### src/rtl/dag_pkg.sv
package dag_pkg;
  typedef enum logic [2:0] {
    RK_POINTER = 3'd0,
    RK_STEP    = 3'd1,
    RK_START   = 3'd2,
    RK_SPAN    = 3'd3,
    RK_PAGE    = 3'd4
  } reg_kind_e;
endpackage

### src/rtl/dag_modulo_step.sv
module dag_modulo_step #(
  parameter int IDX_W = 16
) (
  input  logic [IDX_W-1:0] cur_idx,
  input  logic [IDX_W-1:0] step,
  input  logic [IDX_W-1:0] start,
  input  logic [IDX_W-1:0] span,
  output logic [IDX_W-1:0] nxt_idx
);
  localparam int EXT_W = IDX_W + 2;

  logic [EXT_W-1:0] sum_ext;
  logic [EXT_W-1:0] lim_ext;
  logic [EXT_W-1:0] start_ext;
  logic [EXT_W-1:0] span_ext;
  logic [EXT_W-1:0] res_ext;
  logic             step_neg;

  always_comb begin
    step_neg  = step[IDX_W-1];
    start_ext = {2'b00, start};
    span_ext  = {2'b00, span};
    sum_ext   = {2'b00, cur_idx} + {{2{step[IDX_W-1]}}, step};
    lim_ext   = start_ext + span_ext;
    res_ext   = sum_ext;
    if (span != '0) begin
      if (!step_neg && (sum_ext >= lim_ext)) begin
        res_ext = sum_ext - span_ext;
      end else if (step_neg && (sum_ext[EXT_W-1] || (sum_ext < start_ext))) begin
        res_ext = sum_ext + span_ext;
      end
    end
    nxt_idx = res_ext[IDX_W-1:0];
  end
endmodule

### src/rtl/dag_regfile.sv
module dag_regfile
  import dag_pkg::*;
#(
  parameter int IDX_W   = 16,
  parameter int PAGE_W  = 8,
  parameter int NUM_PTR = 4,
  parameter int NUM_BNK = 2
) (
  input  logic                       clk,
  input  logic                       rst,
  input  logic                       bank_sel,
  input  logic                       wr_en,
  input  logic [2:0]                 wr_kind,
  input  logic [$clog2(NUM_PTR)-1:0] wr_sel,
  input  logic [IDX_W-1:0]           wr_data,
  input  logic [2:0]                 rd_kind,
  input  logic [$clog2(NUM_PTR)-1:0] rd_sel,
  output logic [IDX_W-1:0]           rd_data,
  input  logic                       upd_en,
  input  logic [$clog2(NUM_PTR)-1:0] upd_ptr,
  input  logic [IDX_W-1:0]           upd_val,
  input  logic [$clog2(NUM_PTR)-1:0] q_ptr,
  input  logic [$clog2(NUM_PTR)-1:0] q_step,
  output logic [IDX_W-1:0]           q_idx,
  output logic [IDX_W-1:0]           q_stepv,
  output logic [IDX_W-1:0]           q_start,
  output logic [IDX_W-1:0]           q_span,
  output logic [PAGE_W-1:0]          q_page
);
  logic [IDX_W-1:0]  ptr_q   [NUM_BNK][NUM_PTR];
  logic [IDX_W-1:0]  step_q  [NUM_BNK][NUM_PTR];
  logic [IDX_W-1:0]  start_q [NUM_BNK][NUM_PTR];
  logic [IDX_W-1:0]  span_q  [NUM_BNK][NUM_PTR];
  logic [PAGE_W-1:0] page_q  [NUM_BNK];

  reg_kind_e wk, rk;
  assign wk = reg_kind_e'(wr_kind);
  assign rk = reg_kind_e'(rd_kind);

  for (genvar b = 0; b < NUM_BNK; b++) begin : g_bank
    for (genvar p = 0; p < NUM_PTR; p++) begin : g_ptr
      logic bank_hit, w_hit;
      assign bank_hit = (int'(bank_sel) == b);
      assign w_hit    = wr_en && bank_hit && (int'(wr_sel) == p);

      always_ff @(posedge clk) begin
        if (rst) begin
          ptr_q[b][p]   <= '0;
          step_q[b][p]  <= '0;
          start_q[b][p] <= '0;
          span_q[b][p]  <= '0;
        end else begin
          if (w_hit && wk == RK_POINTER) begin
            ptr_q[b][p] <= wr_data;
          end else if (upd_en && bank_hit && int'(upd_ptr) == p) begin
            ptr_q[b][p] <= upd_val;
          end
          if (w_hit && wk == RK_STEP)  step_q[b][p]  <= wr_data;
          if (w_hit && wk == RK_START) start_q[b][p] <= wr_data;
          if (w_hit && wk == RK_SPAN)  span_q[b][p]  <= wr_data;
        end
      end
    end

    always_ff @(posedge clk) begin
      if (rst) begin
        page_q[b] <= '0;
      end else if (wr_en && int'(bank_sel) == b && wk == RK_PAGE) begin
        page_q[b] <= wr_data[PAGE_W-1:0];
      end
    end
  end

  always_comb begin
    q_idx   = ptr_q[bank_sel][q_ptr];
    q_stepv = step_q[bank_sel][q_step];
    q_start = start_q[bank_sel][q_ptr];
    q_span  = span_q[bank_sel][q_ptr];
    q_page  = page_q[bank_sel];
  end

  always_ff @(posedge clk) begin
    if (rst) begin
      rd_data <= '0;
    end else begin
      case (rk)
        RK_POINTER: rd_data <= ptr_q[bank_sel][rd_sel];
        RK_STEP:    rd_data <= step_q[bank_sel][rd_sel];
        RK_START:   rd_data <= start_q[bank_sel][rd_sel];
        RK_SPAN:    rd_data <= span_q[bank_sel][rd_sel];
        RK_PAGE:    rd_data <= {{(IDX_W-PAGE_W){1'b0}}, page_q[bank_sel]};
        default:    rd_data <= '0;
      endcase
    end
  end


  page_hold_chk: assert property (@(posedge clk) disable iff (rst)
    !wr_en |=> ($stable(page_q[0]) && $stable(page_q[1])));


  idle_bank_hold_chk: assert property (@(posedge clk) disable iff (rst)
    (!bank_sel && !rst) |=> $stable(page_q[1]) || $past(rst));
endmodule

### src/rtl/dag_addr_gen.sv
module dag_addr_gen #(
  parameter int IDX_W   = 16,
  parameter int PAGE_W  = 8,
  parameter int NUM_PTR = 4,
  parameter int NUM_BNK = 2,
  localparam int SEL_W  = $clog2(NUM_PTR),
  localparam int ADDR_W = IDX_W + PAGE_W
) (
  input  logic              clk,
  input  logic              rst,
  input  logic              bank_sel,
  input  logic              wr_en,
  input  logic [2:0]        wr_kind,
  input  logic [SEL_W-1:0]  wr_sel,
  input  logic [IDX_W-1:0]  wr_data,
  input  logic [2:0]        rd_kind,
  input  logic [SEL_W-1:0]  rd_sel,
  output logic [IDX_W-1:0]  rd_data,
  input  logic              acc_valid,
  input  logic [SEL_W-1:0]  acc_ptr,
  input  logic [SEL_W-1:0]  acc_step,
  input  logic              acc_pre,
  output logic [ADDR_W-1:0] addr_out,
  output logic              addr_valid
);
  logic [IDX_W-1:0]  cur_idx, cur_step, cur_start, cur_span, nxt_idx;
  logic [PAGE_W-1:0] cur_page;

  dag_regfile #(
    .IDX_W(IDX_W), .PAGE_W(PAGE_W), .NUM_PTR(NUM_PTR), .NUM_BNK(NUM_BNK)
  ) u_regs (
    .clk(clk), .rst(rst), .bank_sel(bank_sel),
    .wr_en(wr_en), .wr_kind(wr_kind), .wr_sel(wr_sel), .wr_data(wr_data),
    .rd_kind(rd_kind), .rd_sel(rd_sel), .rd_data(rd_data),
    .upd_en(acc_valid), .upd_ptr(acc_ptr), .upd_val(nxt_idx),
    .q_ptr(acc_ptr), .q_step(acc_step),
    .q_idx(cur_idx), .q_stepv(cur_step), .q_start(cur_start),
    .q_span(cur_span), .q_page(cur_page)
  );

  dag_modulo_step #(.IDX_W(IDX_W)) u_step (
    .cur_idx(cur_idx), .step(cur_step), .start(cur_start),
    .span(cur_span), .nxt_idx(nxt_idx)
  );

  always_ff @(posedge clk) begin
    if (rst) begin
      addr_out   <= '0;
      addr_valid <= 1'b0;
    end else begin
      addr_valid <= acc_valid;
      if (acc_valid) begin
        addr_out <= {cur_page, (acc_pre ? nxt_idx : cur_idx)};
      end
    end
  end


  valid_lag_chk: assert property (@(posedge clk) disable iff (rst)
    !$past(rst) |-> (addr_valid == $past(acc_valid)));


  reset_clear_chk: assert property (@(posedge clk)
    rst |=> (!addr_valid && addr_out == '0));


  page_bits_chk: assert property (@(posedge clk) disable iff (rst)
    acc_valid |=> (addr_out[ADDR_W-1:IDX_W] == $past(cur_page)));


  window_keep_chk: assert property (@(posedge clk) disable iff (rst)
    (acc_valid && cur_span != '0 && cur_idx >= cur_start &&
     ({1'b0, cur_idx} < ({1'b0, cur_start} + {1'b0, cur_span})))
    |-> (nxt_idx >= cur_start &&
         ({1'b0, nxt_idx} < ({1'b0, cur_start} + {1'b0, cur_span}))));
endmodule

### config.mk
export PLATFORM = sky130hd
export DESIGN_NAME = dag_addr_gen
export DESIGN_NICKNAME = d
export VERILOG_FILES = /design/src/rtl/dag_pkg.sv /design/src/rtl/dag_modulo_step.sv /design/src/rtl/dag_regfile.sv /design/src/rtl/dag_addr_gen.sv
export SDC_FILE = /design/constraint.sdc
export NUM_CORES = 1
export LEC_CHECK = 0
export ABC_CLOCK_PERIOD_IN_PS = 10850
export BUFFER_PORTS_ARGS = -buffer_cell sky130_fd_sc_hd__buf_2
export CORE_MARGIN = 5
export CORE_UTILIZATION = 60
export CTS_BUF_LIST = sky130_fd_sc_hd__clkbuf_16
export CTS_CLUSTER_DIAMETER = 60
export CTS_CLUSTER_SIZE = 14
export DETAILED_ROUTE_END_ITERATION = 8
export PLACE_DENSITY = 0.79
export SLEW_MARGIN = 15
export SYNTH_ARGS = -nofsm -noshare
export SYNTH_HDL_FRONTEND = slang
export SYNTH_HIERARCHICAL = 1
export SYNTH_SLANG_ARGS = --single-unit
### constraint.sdc
create_clock -name clk -period 10.85 [get_ports clk]
set_clock_uncertainty 0.2 [all_clocks]
set_input_delay 3.255 -clock clk [delete_from_list [all_inputs] [get_ports clk]]
set_output_delay 3.255 -clock clk [all_outputs]
set_load 0.03 [all_outputs]
==> out/results.tsv, run 1 <==
stage	metric	value	unit
run_status	status	completed	
floorplan	# IOs	77	
routing	post-route antenna net violation count	0	
timing	Final Cycle Share	93.2	%
timing	relative max-transition margin	16.5	%
floorplan	Die Span Y	250	um
routing	DR WL/cell	32.1	um
clock_network	Post CTS Setup Buffer Count	0	
critical_path	Critical Path End Type	flip-flop	
logic_synthesis	Main synth FF type	edfxtp_1	
logic_synthesis	Netlist cell types	103	
logic_synthesis	Gate Count Post-Synth	2589	
placed_design	hpwl dp	72.4	mm
cells_and_area	Area growth syn-to-layout	7.36	%
global_route	all-layer global routing usage	33.9	%
global_route	vias in the first global route	23587	
floorplan	Starting Density	60.9	%
clock_network	later-pin clock latency in the skew report	0.63	ns
timing	f_max	0.0989	GHz
floorplan	Die Area	62300	um^2
logic_synthesis	sequential area share after synthesis	48.4	%
global_route	GRT Residual Overflow	0	
timing	RSZ-0062 raised after global routing	false	
cells_and_area	Final Util	65.3	%
floorplan	core area	56600	um^2
timing	final hold slack	0.279	ns
floorplan	Die Width	250	um
power	peak supply drop	0.132	mV
logic_synthesis	EDFF count, synth	528	
timing	max-slew violation count	0	
routing	vias per inst	7.12	
power	Pwr Total	6.45	mW
placed_design	port buffer count	76	
global_route	largest net degree at the start of global routing	52	
floorplan	Rows	87	
clock_network	TritonCTS clock tree	done	
power	PD cells	175	nW/um^2
timing	measured slew at the worst slew-check pin	1.25	ns
global_route	initial antenna violation count	12	
critical_path	worst endpoint required time	11.13	ns
timing	Fin. Hold Viols	0	
routing	total wire length	108	mm
clock_network	Clock Tree Buf Depth	3	
routing	DRC	0	
critical_path	Critical Path Source Type	input pin	
critical_path	CP max FO	43	
logic_synthesis	mapped cell area	34400	um^2
logic_synthesis	Avg Cell Area, Syn	13.3	um^2
logic_synthesis	Synth async-reset ratio	0	%
clock_network	Clock Pin Slew Worst Setup and Hold Paths	0.06	ns
worst_hold_path	worst min-delay path class	reg -> reg	
timing	setup TNS	0	ns
clock_network	H-tree depth	2	
critical_path	CP Data Arrival Time	10.39	ns
power	Lkg Pwr	14.0	nW
cells_and_area	Final nets	2715	
logic_synthesis	Syn. warnings	6	
placed_design	Final Wtd Congestion	0.978	
routing	vias	24031	
clock_network	CTS Buf Count	51	
job	MaxCap Viol Count	0	
routing	Initial DRT Pass Iterations	6	
timing	Final setup viols	0	
logic_synthesis	syn_nets	2723	
cells_and_area	share of cells above drive strength 1	23.1	%
critical_path	WS Path Type	in -> reg	
logic_synthesis	Seq cells post-synth	569	
global_route	first-pass GRT wire length	157	mm
timing	Final Critical Period	10.11	ns
routing	initial DRC count	3424	
clock_network	Post-CTS Hold Buffers	0	
clock_network	CTS-repair resized insts	0	
clock_network	clock sinks	569	
clock_network	Root Driver	clkbuf_16	
[state kept, by name (all words and copies together) (netlist names)]
signal and count:
u_regs/step_q 128, u_regs/ptr_q 128, u_regs/rd_data 16, u_regs/span_q 128
u_regs/start_q 128, u_regs/page_q 16, addr_valid 1, addr_out 24
[metrics by stage]
stage / instance area [um^2] / cells / setup slack (ns)
after global routing: 37000 / 3368 / 0.244
after CTS: 37000 / 3366 / 0.953
after floorplan: 34400 / 2589 / 1.27
final: 37000 / 3373 / 0.740
after detailed placement: 35400 / 3284 / 0.364
after global placement: 35400 / 3283 / -0.0310
[metal layers]
metal | GRT usage (%) | vias to the layer above | routed length, um
li1 | - | 9953 | -
met1 | 44.4 | 11859 | 38000
met4 | 16.3 | 12 | 6400
met3 | 10.5 | 378 | 15100
met2 | 52.2 | 1829 | 48900
met5 | 0 | - | 84
[path summary, 6_finish.rpt]
kind	startpoint	endpoint	slack [ns]	depth (start not counted)
worst max register to register	u_regs/start_q[1][16]	addr_out[8]	3.76	24
worst max-delay path	bank_sel	addr_out[12]	0.74	22
worst min-delay path	addr_out[1]	addr_out[1]	0.28	2
worst min register to register	addr_out[1]	addr_out[1]	0.28	2
[cells in the mapped netlist, types with 15 or more instances]
| cell | count | area [um^2] |
|---|---|---|
| o22ai_1 | 21 | 131 |
| clkbuf_1 | 123 | 462 |
| inv_1 | 69 | 259 |
| a22o_1 | 128 | 1120 |
| o21ai_0 | 37 | 185 |
| a21oi_1 | 59 | 295 |
| dfxtp_1 | 41 | 821 |
| buf_2 | 43 | 215 |
| ha_1 | 94 | 1180 |
| nor2b_1 | 15 | 93.8 |
| o21bai_1 | 31 | 233 |
| nor3_1 | 19 | 95.1 |
| mux2i_1 | 145 | 1450 |
| a22oi_1 | 18 | 135 |
| mux4_2 | 211 | 4750 |
| a211oi_1 | 25 | 188 |
| buf_4 | 20 | 150 |
| nor2_1 | 97 | 364 |
| xnor2_1 | 17 | 149 |
| edfxtp_1 | 528 | 15900 |
| nand3_1 | 20 | 100 |
| buf_1 | 19 | 71.3 |
| mux2_2 | 74 | 833 |
| and2_1 | 403 | 2520 |
| nand2_1 | 56 | 210 |
[cell type report]
cell class                      count  area, um^2
Fill cell                        4099       19600
Timing Repair Buffer              161        1060
Antenna cell                        7        17.5
Clock inverter                     31         238
Sequential cell                   569       16700
Multi-Input combinational cell   1728       16500
Inverter                           70         263
Clock buffer                       51        1280
Tap cell                          756         946
[cells in the final DEF, fill, tap and decap left out, types with 14 or more instances in the layout]
cell type  Yosys  routed
nor2b_1       15      15
o21bai_1      31      15
and2_1       403     403
xnor2_1       17      17
o21ai_0       37      36
a22oi_1       18      18
a21oi_1       59      59
o21bai_2       0      16
nand3_1       20      20
mux4_2       211     211
nand2b_1      14      14
nor3_1        19      19
o22ai_1       21      21
a211oi_1      25      24
mux2_2        74      74
mux2i_1      145     145
dfxtp_1       41      41
clkbuf_16      0      51
edfxtp_1     528     528
nand2_1       56      56
a21o_1        14      14
buf_2         43      73
buf_4         20      84
nor2_1        97      96
ha_1          94      94
inv_1         69      84
a22o_1       128     128
[cells by family after synthesis]
group	share of synthesized area (%)
AND/OR/NAND/NOR	12.6
AO/OA/AOI/OAI	10.1
adder cells (fa/ha/maj)	3.65
flip-flops	48.4
buffers and inverters	3.92
XOR/XNOR	0.763
multiplexers	20.5
[power by group]
part | switching, mW | leakage (nW) | internal (mW)
clock network | 0.836 | 0.792 | 0.882
registers | 0.0700 | 5.48 | 2.53
logic | 1.37 | 7.69 | 0.761
total | 2.28 | 14.0 | 4.18
[critical path, cell delays in order]
cell	delay, ns
buf_8	0.39
buf_4	0.44
mux4_2	0.54
mux2_2	0.34
ha_1	0.37
o21a_1	0.15
a211oi_2	0.29
nor2_1	0.10
o21ai_0	0.16
nand2b_1	0.11
xnor2_1	0.44
inv_1	0.23
ha_1	0.45
a2111oi_0	0.79
o21ai_0	0.33
a221oi_1	0.50
o31ai_1	0.18
mux2i_1	0.18
xnor2_1	0.10
mux2_1	0.48
mux2i_1	0.41
a211oi_1	0.13
Power figures use the tool's default switching activity.
==> inputs of run 2 (changes only) <==
--- a/config.mk
+++ b/config.mk
@@ -7,13 +7,14 @@
 export LEC_CHECK = 0
 export ABC_CLOCK_PERIOD_IN_PS = 10850
 export BUFFER_PORTS_ARGS = -buffer_cell sky130_fd_sc_hd__buf_2
+export CORE_ASPECT_RATIO = 1.4
 export CORE_MARGIN = 5
-export CORE_UTILIZATION = 60
+export CORE_UTILIZATION = 50
 export CTS_BUF_LIST = sky130_fd_sc_hd__clkbuf_16
 export CTS_CLUSTER_DIAMETER = 60
 export CTS_CLUSTER_SIZE = 14
 export DETAILED_ROUTE_END_ITERATION = 8
-export PLACE_DENSITY = 0.79
+export PLACE_DENSITY = 0.68
 export SLEW_MARGIN = 15
 export SYNTH_ARGS = -nofsm -noshare
 export SYNTH_HDL_FRONTEND = slang
==> run 2 against run 1 <==
  * Non-clock buffer count grew 5
  * Setup slack lost 0.020 ns
  * Critical endpoint is now addr_out[14]
  * First-iteration DRC count shrank 11%
  * Routed wire length grew 4.7%
  * Cell count grew 5.6%
==> out/results.tsv, run 2 (synthesized netlist as in run 1, its figures left out) <==
stage	metric	value	unit	change
placed_design	Place WS	0.268	ns	-0.0961 ns
cells_and_area	Non-Filler Instances	3563		+5.6%
critical_path	Critical Path End Type	flip-flop		
power	P_int	4.17	mW	-0.16%
job	MaxCap Viol Count	0		unchanged
routing	total wire length	113	mm	+4.7%
timing	f_max	0.0987	GHz	-0.20%
critical_path	WS Path Type	in -> reg		
clock_network	H-tree depth	2		unchanged
power	Sequential Power Share	40.4	%	about the same
run_status	status	completed		
floorplan	Rows	114		+31%
clock_network	TritonCTS clock tree	done		
cells_and_area	most common cell after layout, fill and taps aside	edfxtp_1		
placed_design	hpwl dp	77.0	mm	+6.3%
worst_hold_path	Hold Crit Depth	2		unchanged
floorplan	Die Area	74300	um^2	+19%
cells_and_area	Area growth syn-to-layout	8.21	%	
timing	measured slew at the worst slew-check pin	1.24	ns	-0.0148 ns
placed_design	Final Wtd Congestion	0.953		-2.5%
floorplan	Die Width	232	um	-7.1%
cells_and_area	commonest non-fill, non-tap cells in the layout	edfxtp_1 (528), and2_1 (403), mux4_2 (211), mux2i_1 (145), a22o_1 (128)		
placed_design	port buffer count	76		unchanged
global_route	GRT Residual Overflow	0		unchanged
critical_path	CP max FO	64		+49%
clock_network	Root Driver	clkbuf_16		
critical_path	CP Data Arrival Time	10.46	ns	+0.07 ns
clock_network	Clock Tree Buf Depth	3		unchanged
critical_path	Critical Path Source Type	input pin		
timing	relative max-transition margin	17.5	%	+0.99 points
worst_hold_path	Hold Crit Start	addr_out[15]		
timing	Final Cycle Share	93.4	%	+0.19 points
floorplan	core area	68800	um^2	+21%
clock_network	later-pin clock latency in the skew report	0.62	ns	about the same
placed_design	Cells after DPL	3461		+5.4%
worst_hold_path	Hold Path End	addr_out[15]		
global_route	first-pass GRT wire length	162	mm	+3.1%
power	Clk pwr share	25.8	%	-0.8 points
routing	vias per inst	6.71		-5.8%
floorplan	Starting Density	50.1	%	-11 points
critical_path	Reg-to-Reg End	addr_out[2]		
timing	PnR worst setup slack	0.720	ns	-0.0202 ns
timing	max-slew violation count	0		unchanged
floorplan	# IOs	77		unchanged
timing	Final setup viols	0		unchanged
global_route	largest net degree at the start of global routing	73		+40%
routing	vias	23910		-0.50%
routing	initial DRC count	3060		-11%
power	switching power	2.26	mW	-0.68%
routing	DRC	0		unchanged
timing	Fin. Hold Viols	0		unchanged
timing	Final Critical Period	10.13	ns	+0.0202 ns
critical_path	critical path's slowest cell	o22ai_1		
critical_path	reg2reg start	u_regs/ptr_q[0][0]		
routing	DR WL/cell	31.8	um	-0.89%
worst_hold_path	worst min-delay path class	reg -> reg		
power	Lkg Pwr	14.1	nW	+0.74%
routing	Initial DRT Pass Iterations	6		unchanged
power	peak supply drop	0.110	mV	-17%
cells_and_area	share of cells above drive strength 1	23.1	%	-0.038 points
floorplan	Die Span Y	321	um	+28%
clock_network	CTS Buf Count	48		-5.9%
power	PD cells	173	nW/um^2	-1.1%
clock_network	Post-CTS Hold Buffers	0		unchanged
global_route	initial antenna violation count	15		+3
cells_and_area	Fillers	5740		+40%
timing	final hold slack	0.286	ns	+0.00750 ns
clock_network	clock sinks	569		unchanged
critical_path	CP max stage delay	0.76	ns	-0.03 ns
critical_path	worst endpoint required time	11.18	ns	+0.05 ns
clock_network	Clock Pin Slew Worst Setup and Hold Paths	0.07	ns	about the same
timing	setup TNS	0	ns	unchanged
cells_and_area	Final nets	2717		+0.074%
critical_path	Cell Chain, Critical Path	buf_8 -> buf_4 -> mux4_2 -> mux2_2 -> ha_1 -> a211o_1 -> a211oi_2 -> nor2_1 -> o21ai_0 -> nand2b_1 -> xnor2_1 -> inv_1 -> ha_1 -> a2111oi_0 -> o21ai_0 -> a221oi_1 -> o31ai_1 -> a31oi_1 -> nand2_1 -> o211a_1 -> o22ai_1 -> mux2i_1 -> a211oi_1		
timing	RSZ-0062 raised after global routing	false		
clock_network	CTS-repair resized insts	0		unchanged
critical_path	R2R depth	24		unchanged
power	Sw Share	35.2	%	-0.12 points
critical_path	reg-to-reg setup timing slack	3.74	ns	-0.02 ns
routing	post-route antenna net violation count	0		unchanged
global_route	all-layer global routing usage	29.8	%	-4.1 points
global_route	vias in the first global route	23619		+0.14%
power	combinational fraction of design power	33.7	%	+0.7 points
clock_network	Post CTS Setup Buffer Count	0		unchanged
[run 2: final cells by class]
type	count	area [um^2]	area share (%)
multi-input cells	1728	16500	44.4
repair buffers	166	1140	3.05
clock buffers	50	1250	3.36
clock inverters	40	209	0.561
diodes	12	30.0	0.0806
flip-flops and latches	569	16700	44.7
well taps	928	1160	3.12
inverters	70	263	0.705
[run 2: worst max-delay path: cells and delay by family]
| family | cells | cell delay [ns] |
|---|---|---|
| mux | 3 | 1.00 |
| fa+ha+maj | 2 | 0.67 |
| simple gates | 3 | 0.32 |
| xor+xnor | 1 | 0.41 |
| compound gates | 11 | 3.68 |
| buf+inv | 3 | 1.04 |
[run 2: worst max path at each step]
stage,from,to,depth (start not counted)
floorplan,acc_ptr[1],u_regs/ptr_q[1][60],28
global placement,bank_sel,addr_out[2],26
detailed placement,bank_sel,addr_out[2],26
CTS,bank_sel,addr_out[14],23
global route,bank_sel,addr_out[14],23
finish,bank_sel,addr_out[14],23
[run 2: power groups by stage]
stage,sequential [mW],combinational (mW),clock (mW)
finish,2.60,2.17,1.66
CTS,2.60,2.12,1.68
global route,2.61,2.29,1.76
floorplan,2.65,1.39,0
global placement,2.63,2.09,0
detailed placement,2.65,2.11,0
[run 2: routing by layer]
layer | up-vias | GRT usage (%) | wire length [um] | share of wire (%)
met4 | 0 | 15.6 | 7490 | 6.6
met5 | - | 0 | 0 | 0
met3 | 353 | 5.48 | 11700 | 10
li1 | 9962 | - | - | -
met1 | 12045 | 37.8 | 40200 | 35
met2 | 1550 | 49.2 | 54100 | 48
[run 2: per-stage QoR]
step / utilization, % / area [um^2] / total power, mW
final: 54.2 / 37300 / 6.43
after global routing: 54.2 / 37300 / 6.66
after CTS: 54.2 / 37200 / 6.40
after detailed placement: 52.0 / 35800 / 4.75
after global placement: 52.0 / 35800 / 4.72
after floorplan: - / 34400 / 4.04
